===== config.mk =====
export PLATFORM = sky130hd
export DESIGN_NAME = stepdiv_counter
export DESIGN_NICKNAME = d
export VERILOG_FILES = /design/src/rtl/stepdiv_pkg.sv /design/src/rtl/stepdiv_match.sv /design/src/rtl/stepdiv_ctrl.sv /design/src/rtl/stepdiv_accum.sv /design/src/rtl/stepdiv_counter.sv
export SDC_FILE = /design/constraint.sdc
export NUM_CORES = 1
export LEC_CHECK = 0
export BUFFER_PORTS_ARGS = -buffer_cell sky130_fd_sc_hd__buf_2
export CAP_MARGIN = 20
export CORE_AREA = 2 2 41 43
export DETAILED_ROUTE_END_ITERATION = 10
export DIE_AREA = 0 0 43 45
export GPL_TIMING_DRIVEN = 0
export PLACE_DENSITY = 0.77
export RECOVER_POWER = 100
export SYNTH_ARGS = -nofsm -noshare
export SYNTH_HDL_FRONTEND = slang
export SYNTH_HIERARCHICAL = 1
export SYNTH_SLANG_ARGS = --single-unit

===== constraint.sdc =====
create_clock -name clk -period 2.7 [get_ports clk]
set_input_delay 0.405 -clock clk [delete_from_list [all_inputs] [get_ports clk]]
set_output_delay 0.405 -clock clk [all_outputs]
set_load 0.01 [all_outputs]

===== src/rtl/stepdiv_pkg.sv =====
package stepdiv_pkg;

  // Action applied to the counter register at the next edge.
  typedef enum logic [1:0] {
    ACT_CLEAR   = 2'd0,
    ACT_HOLD    = 2'd1,
    ACT_ADD     = 2'd2,
    ACT_RESTART = 2'd3
  } act_e;

endpackage


===== src/rtl/stepdiv_match.sv =====
module stepdiv_match #(
  parameter int WIDTH    = 8,
  parameter int TERMINAL = 9,
  parameter bit DIV_EN   = 1'b1
) (
  input  logic [WIDTH-1:0] value,
  output logic             hit
);
  localparam logic [WIDTH-1:0] TERM_V = WIDTH'(TERMINAL);

  generate
    if (DIV_EN) begin : g_cmp
      assign hit = (value == TERM_V);
    end else begin : g_nocmp
      logic [WIDTH-1:0] unused_value;
      assign unused_value = value;
      assign hit = 1'b0;
    end
  endgenerate
endmodule


===== src/rtl/stepdiv_ctrl.sv =====
module stepdiv_ctrl
  import stepdiv_pkg::*;
(
  input  logic clk,
  input  logic rst,
  input  logic enable,
  input  logic hit,
  output act_e act,
  output logic tick_q
);
  always_comb begin
    if (rst)         act = ACT_CLEAR;
    else if (!enable) act = ACT_HOLD;
    else if (hit)     act = ACT_RESTART;
    else              act = ACT_ADD;
  end

  always_ff @(posedge clk) begin
    if (rst) tick_q <= 1'b0;
    else     tick_q <= enable & hit;
  end

  // The pulse lasts one clock unless the terminal value is reached again at once.
  assert_tick_needs_hit_R8: assert property (@(posedge clk) disable iff (rst)
    tick_q |-> $past(enable) && $past(hit));
  assert_tick_low_when_idle_R3: assert property (@(posedge clk) disable iff (rst)
    !enable |=> !tick_q);
endmodule


===== src/rtl/stepdiv_accum.sv =====
module stepdiv_accum
  import stepdiv_pkg::*;
#(
  parameter int WIDTH = 8
) (
  input  logic             clk,
  input  act_e             act,
  input  logic [WIDTH-1:0] step,
  output logic [WIDTH-1:0] value
);
  logic [WIDTH-1:0] sum;
  assign sum = value + step;  // truncation gives modular wrap

  always_ff @(posedge clk) begin
    case (act)
      ACT_CLEAR, ACT_RESTART: value <= '0;
      ACT_ADD:                value <= sum;
      default:                value <= value;
    endcase
  end
endmodule


===== src/rtl/stepdiv_counter.sv =====
module stepdiv_counter
  import stepdiv_pkg::*;
#(
  parameter int WIDTH    = 8,
  parameter int TERMINAL = 9,
  parameter bit DIV_EN   = 1'b1
) (
  input  logic             clk,
  input  logic             rst,
  input  logic             enable,
  input  logic [WIDTH-1:0] step,
  output logic [WIDTH-1:0] count,
  output logic             tick
);
  localparam logic [WIDTH-1:0] TERM_V = WIDTH'(TERMINAL);

  logic hit;
  act_e act;

  stepdiv_match #(.WIDTH(WIDTH), .TERMINAL(TERMINAL), .DIV_EN(DIV_EN)) u_match (
    .value(count), .hit(hit)
  );

  stepdiv_ctrl u_ctrl (
    .clk(clk), .rst(rst), .enable(enable), .hit(hit), .act(act), .tick_q(tick)
  );

  stepdiv_accum #(.WIDTH(WIDTH)) u_accum (
    .clk(clk), .act(act), .step(step), .value(count)
  );

  // reset clears even when enable is high at the same edge.
  assert_reset_clear_R1: assert property (@(posedge clk) disable iff (rst)
    $past(rst) |-> (count == '0) && !tick);
  assert_hold_R3: assert property (@(posedge clk) disable iff (rst)
    !enable |=> $stable(count));
  assert_add_wrap_R4: assert property (@(posedge clk) disable iff (rst)
    (enable && count != TERM_V) |=> count == WIDTH'($past(count) + $past(step)));
  assert_restart_R6: assert property (@(posedge clk) disable iff (rst)
    tick |-> count == '0);
endmodule


# After elaboration in Yosys (flattened, before gate mapping)
# Index checks and enable logic that the tools add are counted.
dict set report op_classes {
  n_mul 0
  magnitude_cmp 0
  shift 0
  n_eq_ne 3
  n_mux 4
  reduce_logical 3
  n_div 0
  bitwise_logic 1
  add_sub_neg 1
}
# op n
set ops {}
lappend ops {{8-bit case mux with 2 select lines} 1}
lappend ops {{8-bit adder} 1}
lappend ops {{8-bit by 4-bit equality test with 1-bit output, second input constant} 1}
lappend ops {{2-bit equality test, second input constant} 2}
lappend ops {{2-bit 2-to-1 mux} 2}
lappend ops {{2-bit zero test} 1}
lappend ops {{2-bit nonzero test} 1}
lappend ops {{2-bit OR reduction} 1}
lappend ops {{1-bit bitwise AND} 1}
lappend ops {{1-bit 2-to-1 mux} 1}
dict set report totals {
  word_cells 14
  mem_bits_ro 0
  latchBits 0
  inputBits 11
  reg_bits 9
  mem_bits_rw 0
  output_inout_bits 9
  mem_count 0
}

# Depth between registers and ports, before layout
# Gate-level depths: netlist (run 1).
dict set report logic_depth {
  ltp_word 7
  ltp_mapped 8
  mapped_depth_nobuf 8
}

# Modules after synthesis
# Netlist (run 1), hierarchy kept.
# mod area_each_um2 seq_area_each_um2 cells_per_inst n_inst
set by_module_without_submodules {}
lappend by_module_without_submodules {stepdiv_accum 616.8 240.2 60 1}
lappend by_module_without_submodules {stepdiv_ctrl 48.8 20.0 5 1}
lappend by_module_without_submodules {stepdiv_match 28.8 0.0 3 1}

# Worst setup path after synthesis (run 1)
# No wires, ideal clock.
dict set report synth_path {
  path_type {register to register}
  from {reg u_accum.value[7]}
  to {reg u_accum.value[5], data pin}
  period_less_slack_ps 2051
  setup_time_ps 261
  path_buffers 0
  arrival_time_ps 1790
  path_stages_with_launch 9
  required_ps 2439
  slack_ps 649
  path_cell_list {edfxtp_1 nor4b_2 and4b_1 inv_1 a21oi_1 nand2b_2 or3_1 mux2i_1 a311o_1}
}
dict set report synth_between {
  elab_chain_len 7
  word_cells_on_any_way 9
  classes_between {eq/ne (3); mux (4); reduce/logical (2)}
}
# item line_no
set synth_rtl {}
lappend synth_rtl {{start, declared} stepdiv_accum.sv:9} ;# output logic [WIDTH-1:0] value
lappend synth_rtl {{start signal, assigned} stepdiv_accum.sv:17} ;# ACT_ADD: value <= sum;
lappend synth_rtl {{start signal, assigned} stepdiv_accum.sv:18} ;# default: value <= value;
lappend synth_rtl {{8-bit by 4-bit equality test with 1-bit output (*)} stepdiv_match.sv:13} ;# assign hit = (value == TERM_V);
lappend synth_rtl {{named net hit} stepdiv_counter.sv:17} ;# logic hit;
lappend synth_rtl {{1-bit 2-to-1 mux (*)} stepdiv_ctrl.sv:14} ;# else if (hit) act = ACT_RESTART;
lappend synth_rtl {{2-bit 2-to-1 mux (*)} stepdiv_ctrl.sv:13} ;# else if (!enable) act = ACT_HOLD;
lappend synth_rtl {{2-bit 2-to-1 mux (*)} stepdiv_ctrl.sv:12} ;# if (rst) act = ACT_CLEAR;
lappend synth_rtl {{named net act[0]} stepdiv_counter.sv:18} ;# act_e act;
lappend synth_rtl {{2-bit equality test or 2-bit zero test (tied branches)} stepdiv_accum.sv:15} ;# case (act)
lappend synth_rtl {{2-bit OR reduction} stepdiv_accum.sv:15}
lappend synth_rtl {{8-bit case mux with 2 select lines (*)} stepdiv_accum.sv:15}
# The timed path passes the listed nets; every way through them passes the cells marked *.
# A chain may end at the register's enable or synchronous reset.

# Worst setup path after layout (run 1)
# Same ends and word-level chain as after synthesis.

==> metrics.yaml, run 1 <==
status: "finished clean"
path_cells: "nor4b_1 -> and4b_1 -> inv_1 -> a21oi_1 -> nand2b_2 -> or3_1 -> mux2i_1 -> a311o_1"
yosys_warnings: 6
grt_pass1_wl_um: 2390
io_buffers: 19
grt.met2_usage_pct: 28.2
met3_usage_pct: 4.40
cpPeakStageDelay_ps: 430
power_mw: 0.414
reg2reg_depth: 8
end_kind: "flip-flop"
maxCapViolations: 0
start_util_pct: 47.2
cts_root_buf: "clkbuf_4"
final.setup.tns_ps: 0
ctsResizeCount: 0
synth_top_family_by_area: "simple AND/OR/NAND/NOR gates"
grt_antenna_before_repair: 0
clock_skew_ps: 1.89
final_max_slew_viol_count: 0
startpoint_type: "flip-flop"
multi_input_area_um2: 405
synth_compound_area_share_pct: 18.7
synth_top_cell_area_share_pct: 34.6
place.gp.congestion: 0.749
path_clk_slew_ps: 70
dp_cells: 103
grt_use_met1_pct: 19.9
ir_worst_vdd_uv: 273
grt_overflow: 0
first_global_vias: 596
fp.dieArea_um2: 1940
cts-htree-levels: 1
path_class: "flip-flop to flip-flop"
synth-xor-area-share_pct: 1.26
yosys.area_share.simple_pct: 22.3
yosys.area_share.adder_pct: 15.5
die_w_um: 43
synthesis.nets: 87
clock.fmax_ghz: 0.436
power.density_nw_per_um2: 506
worstMarginPinSlew_ps: 425
drc: 0
synth_cell_types: 30
viasPerCell: 5.88
hpwlAfterDp_um: 1220
antenna_cells: 0
grt_max_degree: 9
layout.nets: 111
clk_latency_ps: 260
cts_setup_buffers: 0
syn-instance-count: 68
synthesis.area_um2: 694
synth_flop_cell: "edfxtp_1"
numCtsBuffers: 3
routed_wl_um: 1560
hold_class: "primary input to flip-flop"
rsz0062_at_grt: "false"
clockBufferDepth: 2
final_hold_viol_count: 0
worstPathRequired_ps: 2720
drive_gt1_share_pct: 17.6
drt_pre_antenna_iters: 4
synthMuxAreaShare_pct: 1.44
holdWs_ps: 487
ys_seq_elements: 9
fp.dieH_um: 45
clkSinkCount: 9
cts_hold_buf: 0
register_area_um2: 260
tritoncts: "done"
fin_crit_sh_pct: 85.0
syn_avg_cell_area_um2: 10.2
post-synth-top-area-cell: "edfxtp_1"
worstHoldPathCells: 3
dr_total_vias: 629
crit_arrival_ps: 2310
synth.area.top_cells: "edfxtp_1 (35%), ha_1 (13%), a21oi_1 (4.3%), inv_1 (3.2%), dfxtp_1 (2.9%)"
ys_seq_area_share_pct: 37.5
drt_iter0_drc: 27
crit_fanout: 6
grt.total_usage_pct: 17.7
postRouteAntennaNets: 0
synth-edff-count: 8
slew_headroom_pct: 71.7
setup_violations: 0
rows: 14
num-fill-cells: 136
synth-async-reset-ratio_pct: 0
fin_cells: 107
coreArea_um2: 1470
top_usage_layer: "met2"
avgRoutedWirePerCell_um: 14.6
min_period_ps: 2300
cpMaxStageDelayCell: "edfxtp_1"
power_leakage_nw: 0.356
syn_to_final_growth_pct: 17.8
num_io_pins: 20
==> path summary, 6_finish.rpt <==
path                            slack, ps                      startpoint                              to
worst max-delay path                  400  u_accum/value[7]$_SDFFCE_PP0P_  u_accum/value[5]$_SDFFCE_PP0P_
worst min-delay path                  490                             rst        u_ctrl/tick_q$_SDFF_PP0_
worst min register to register        720  u_accum/value[0]$_SDFFCE_PP0P_  u_accum/value[0]$_SDFFCE_PP0P_
worst max register to register        400  u_accum/value[7]$_SDFFCE_PP0P_  u_accum/value[5]$_SDFFCE_PP0P_
==> sequential cells by signal (all words and copies together), names as in the netlist <==
signal and flops:
u_accum/value 8, u_ctrl/tick_q 1
==> cell usage after synthesis, types with 2 or more instances <==
| cell type | instances |
|---|---|
| edfxtp_1 | 8 |
| ha_1 | 7 |
| a21oi_1 | 6 |
| inv_1 | 6 |
| nor2_1 | 4 |
| nor3_1 | 4 |
| nand3_1 | 3 |
| nor2b_1 | 3 |
| and2_1 | 2 |
| o21a_1 | 2 |
| o21ai_0 | 2 |
| o31ai_1 | 2 |
| or3_1 | 2 |
==> per-stage QoR <==
step,utilization (%),cell area (um^2),setup WS (ps)
2_1_floorplan,-,694,649
6_report,55.6,818,404
3_3_place_gp,55.0,810,526
5_1_grt,55.6,818,222
4_1_cts,56.8,836,433
3_5_place_dp,55.0,810,475
==> layer usage <==
metal | up-vias | wire length, um
met4 | 0 | 34
met5 | - | 0
li1 | 302 | -
met1 | 289 | 642
met2 | 34 | 780
met3 | 4 | 106
==> cells by family after synthesis <==
family | Yosys count
fa+ha+maj | 8
mux | 1
compound gates | 19
flops | 9
buf+inv | 6
xor+xnor | 1
simple gates | 24
==> layout by cell type (no fill, tap or decap), types with 2 or more instances in the layout <==
master / n
clkbuf_1: 10
buf_2: 10
edfxtp_1: 8
ha_1: 7
inv_1: 6
a21oi_1: 6
nor3_1: 4
nor2_1: 4
clkbuf_4: 3
nor2b_1: 3
nand3_1: 3
o31ai_1: 2
o21ai_0: 2
or3_1: 2
o21a_1: 2
==> worst max-delay path, delay by kind of cell (launching register included) <==
| family | cells | cell delay [ps] |
|---|---|---|
| simple gates | 4 | 960 |
| compound gates | 2 | 500 |
| buf+inv | 1 | 40 |
| mux | 1 | 90 |
| flops | 1 | 430 |
==> power by group <==
part | leakage (nW) | total (mW) | switching [mW] | internal [mW]
clock | 0.0150 | 0.111 | 0.0536 | 0.0572
sequential | 0.0982 | 0.177 | 0.0105 | 0.167
combinational | 0.243 | 0.126 | 0.0721 | 0.0539
total | 0.356 | 0.414 | 0.136 | 0.278
==> final cells by class <==
cell class / count / share of cell area, %
repair buffers: 19 / 10.2
flip-flops and latches: 9 / 31.8
well taps: 16 / 2.45
multi-input cells: 53 / 49.5
clock buffers: 4 / 3.21
inverters: 6 / 2.75
No activity file was read; power rests on OpenSTA's default activity.
==> inputs of run 2 (changes only) <==
clock period = 2.5 ns   (was 2.7 ns; I/O delays follow)
==> run 2 against run 1 <==
  * Hold slack worse by 30 ps
  * Worst setup slack worse by 170 ps
  * Sequential power up 9%
  * Critical path depth unchanged
  * Fmax increased by 1.3%
  * Die area unchanged
  * First-iteration DRC count down 22%
  * Critical endpoint unchanged
  * Clock-buffer cell count stayed put
  * Final cell count is the same
  * Power increased by 7.9%
  * Global-route usage stayed put
==> metrics.yaml, run 2 (synthesized netlist as in run 1, its figures left out) <==
io_buffers: 19
grt.total_usage_pct: 17.7
place.gp.congestion: 0.749
power.density_nw_per_um2: 545
hold_start: "rst"
numCtsBuffers: 3
hpwlAfterDp_um: 1220
num_io_pins: 20
clock_skew_ps: 1.75
drt_pre_antenna_iters: 4
pre_cts_ws_ps: 275
power_mw: 0.447
dp_cells: 103
min_period_ps: 2270
slew_headroom_pct: 71.5
antenna_cells: 0
p_clk_share_pct: 26.8
power_frac_seq_pct: 43.1
die_w_um: 43
num-fill-cells: 134
status: "finished clean"
crit_arrival_ps: 2280
post_dp_cell_area_um2: 810
final_cell_mix: "clkbuf_1 (10), buf_2 (10), edfxtp_1 (8)"
startpoint_type: "flip-flop"
hold_class: "primary input to flip-flop"
start_util_pct: 47.2
viasPerCell: 5.79
cts_root_buf: "clkbuf_4"
cts_setup_buffers: 0
p_switching_mw: 0.147
worstMarginPinSlew_ps: 427
end_kind: "flip-flop"
maxCapViolations: 0
syn_to_final_growth_pct: 18.0
power_frac_comb_pct: 30.1
ctsResizeCount: 0
coreArea_um2: 1470
grt_antenna_before_repair: 0
crit_start: "u_accum/value[7]$_SDFFCE_PP0P_"
fin_cells: 107
switching_share_pct: 32.9
dr_total_vias: 620
clk_latency_ps: 260
ir_worst_vdd_uv: 295
power_leakage_nw: 0.357
grt_pass1_wl_um: 2390
rows: 14
drive_gt1_share_pct: 17.6
avgRoutedWirePerCell_um: 14.5
worstPathRequired_ps: 2520
top_register: "u_accum/value"
final_max_slew_viol_count: 0
clockBufferDepth: 2
tritoncts: "done"
final.setup.tns_ps: 0
reg2reg_depth: 8
largestRegisters: "u_accum/value x8, u_ctrl/tick_q x1"
setup_violations: 0
worstHoldPathCells: 3
path_class: "flip-flop to flip-flop"
clkSinkCount: 9
clock.fmax_ghz: 0.441
drt_iter0_drc: 21
p_int_mw: 0.300
cts_hold_buf: 0
path_clk_slew_ps: 70
grt_overflow: 0
largest_reg_flops: 8
rsz0062_at_grt: "false"
worst_slack_ps: 234
fp.dieArea_um2: 1940
final_hold_viol_count: 0
cts-htree-levels: 1
first_global_vias: 596
layout.nets: 111
fp.dieH_um: 45
fin_crit_sh_pct: 90.6
crit_fanout: 6
postLayoutCellArea_um2: 820
grt_max_degree: 9
r2r_start: "u_accum/value[7]$_SDFFCE_PP0P_"
drc: 0
postRouteAntennaNets: 0
routed_wl_um: 1550
run 2: final timing paths:
path,end,slack [ps]
min reg2reg,u_accum/value[0]$_SDFFCE_PP0P_,720
max,u_accum/value[5]$_SDFFCE_PP0P_,230
min,u_ctrl/tick_q$_SDFF_PP0_,460
max reg2reg,u_accum/value[5]$_SDFFCE_PP0P_,230
run 2: cell type report:
| class | count | area (um^2) | share of cell area, % |
|---|---|---|---|
| Multi-Input combinational cell | 53 | 407 | 49.6 |
| Sequential cell | 9 | 260 | 31.8 |
| Timing Repair Buffer | 19 | 83.8 | 10.2 |
| Clock buffer | 4 | 26.3 | 3.21 |
| Inverter | 6 | 22.5 | 2.75 |
| Tap cell | 16 | 20.0 | 2.44 |
run 2: power groups by stage:
stage / sequential [mW] / combinational [mW] / clock (mW)
floorplan: 0.201 / 0.0886 / 0
global placement: 0.195 / 0.133 / 0
detailed placement: 0.196 / 0.137 / 0
CTS: 0.193 / 0.138 / 0.123
global route: 0.195 / 0.148 / 0.132
finish: 0.193 / 0.134 / 0.120
run 2: worst max-delay path: stages (launching register included):
cell      delay (ps)
edfxtp_1         450
nor4b_2          300
and4b_1          240
inv_1             40
a21oi_1          190
nand2b_2         230
or3_1            160
mux2i_1           90
a311o_1          330
run 2: stage by stage:
stage                     util (%)  hold slack (ps)
after detailed placement      55.0              691
final                         55.7              457
after CTS                     56.8              452
after floorplan                  -              587
after global routing          55.7              455
after global placement        55.0              683
run 2: layer usage:
metal | wire (um) | part of all wire, % | GRT usage, %
met3 | 90 | 5.8 | 4.40
met5 | 0 | 0 | 0
met4 | 34 | 2.2 | 15.2
met1 | 656 | 42 | 19.9
met2 | 767 | 50 | 28.2
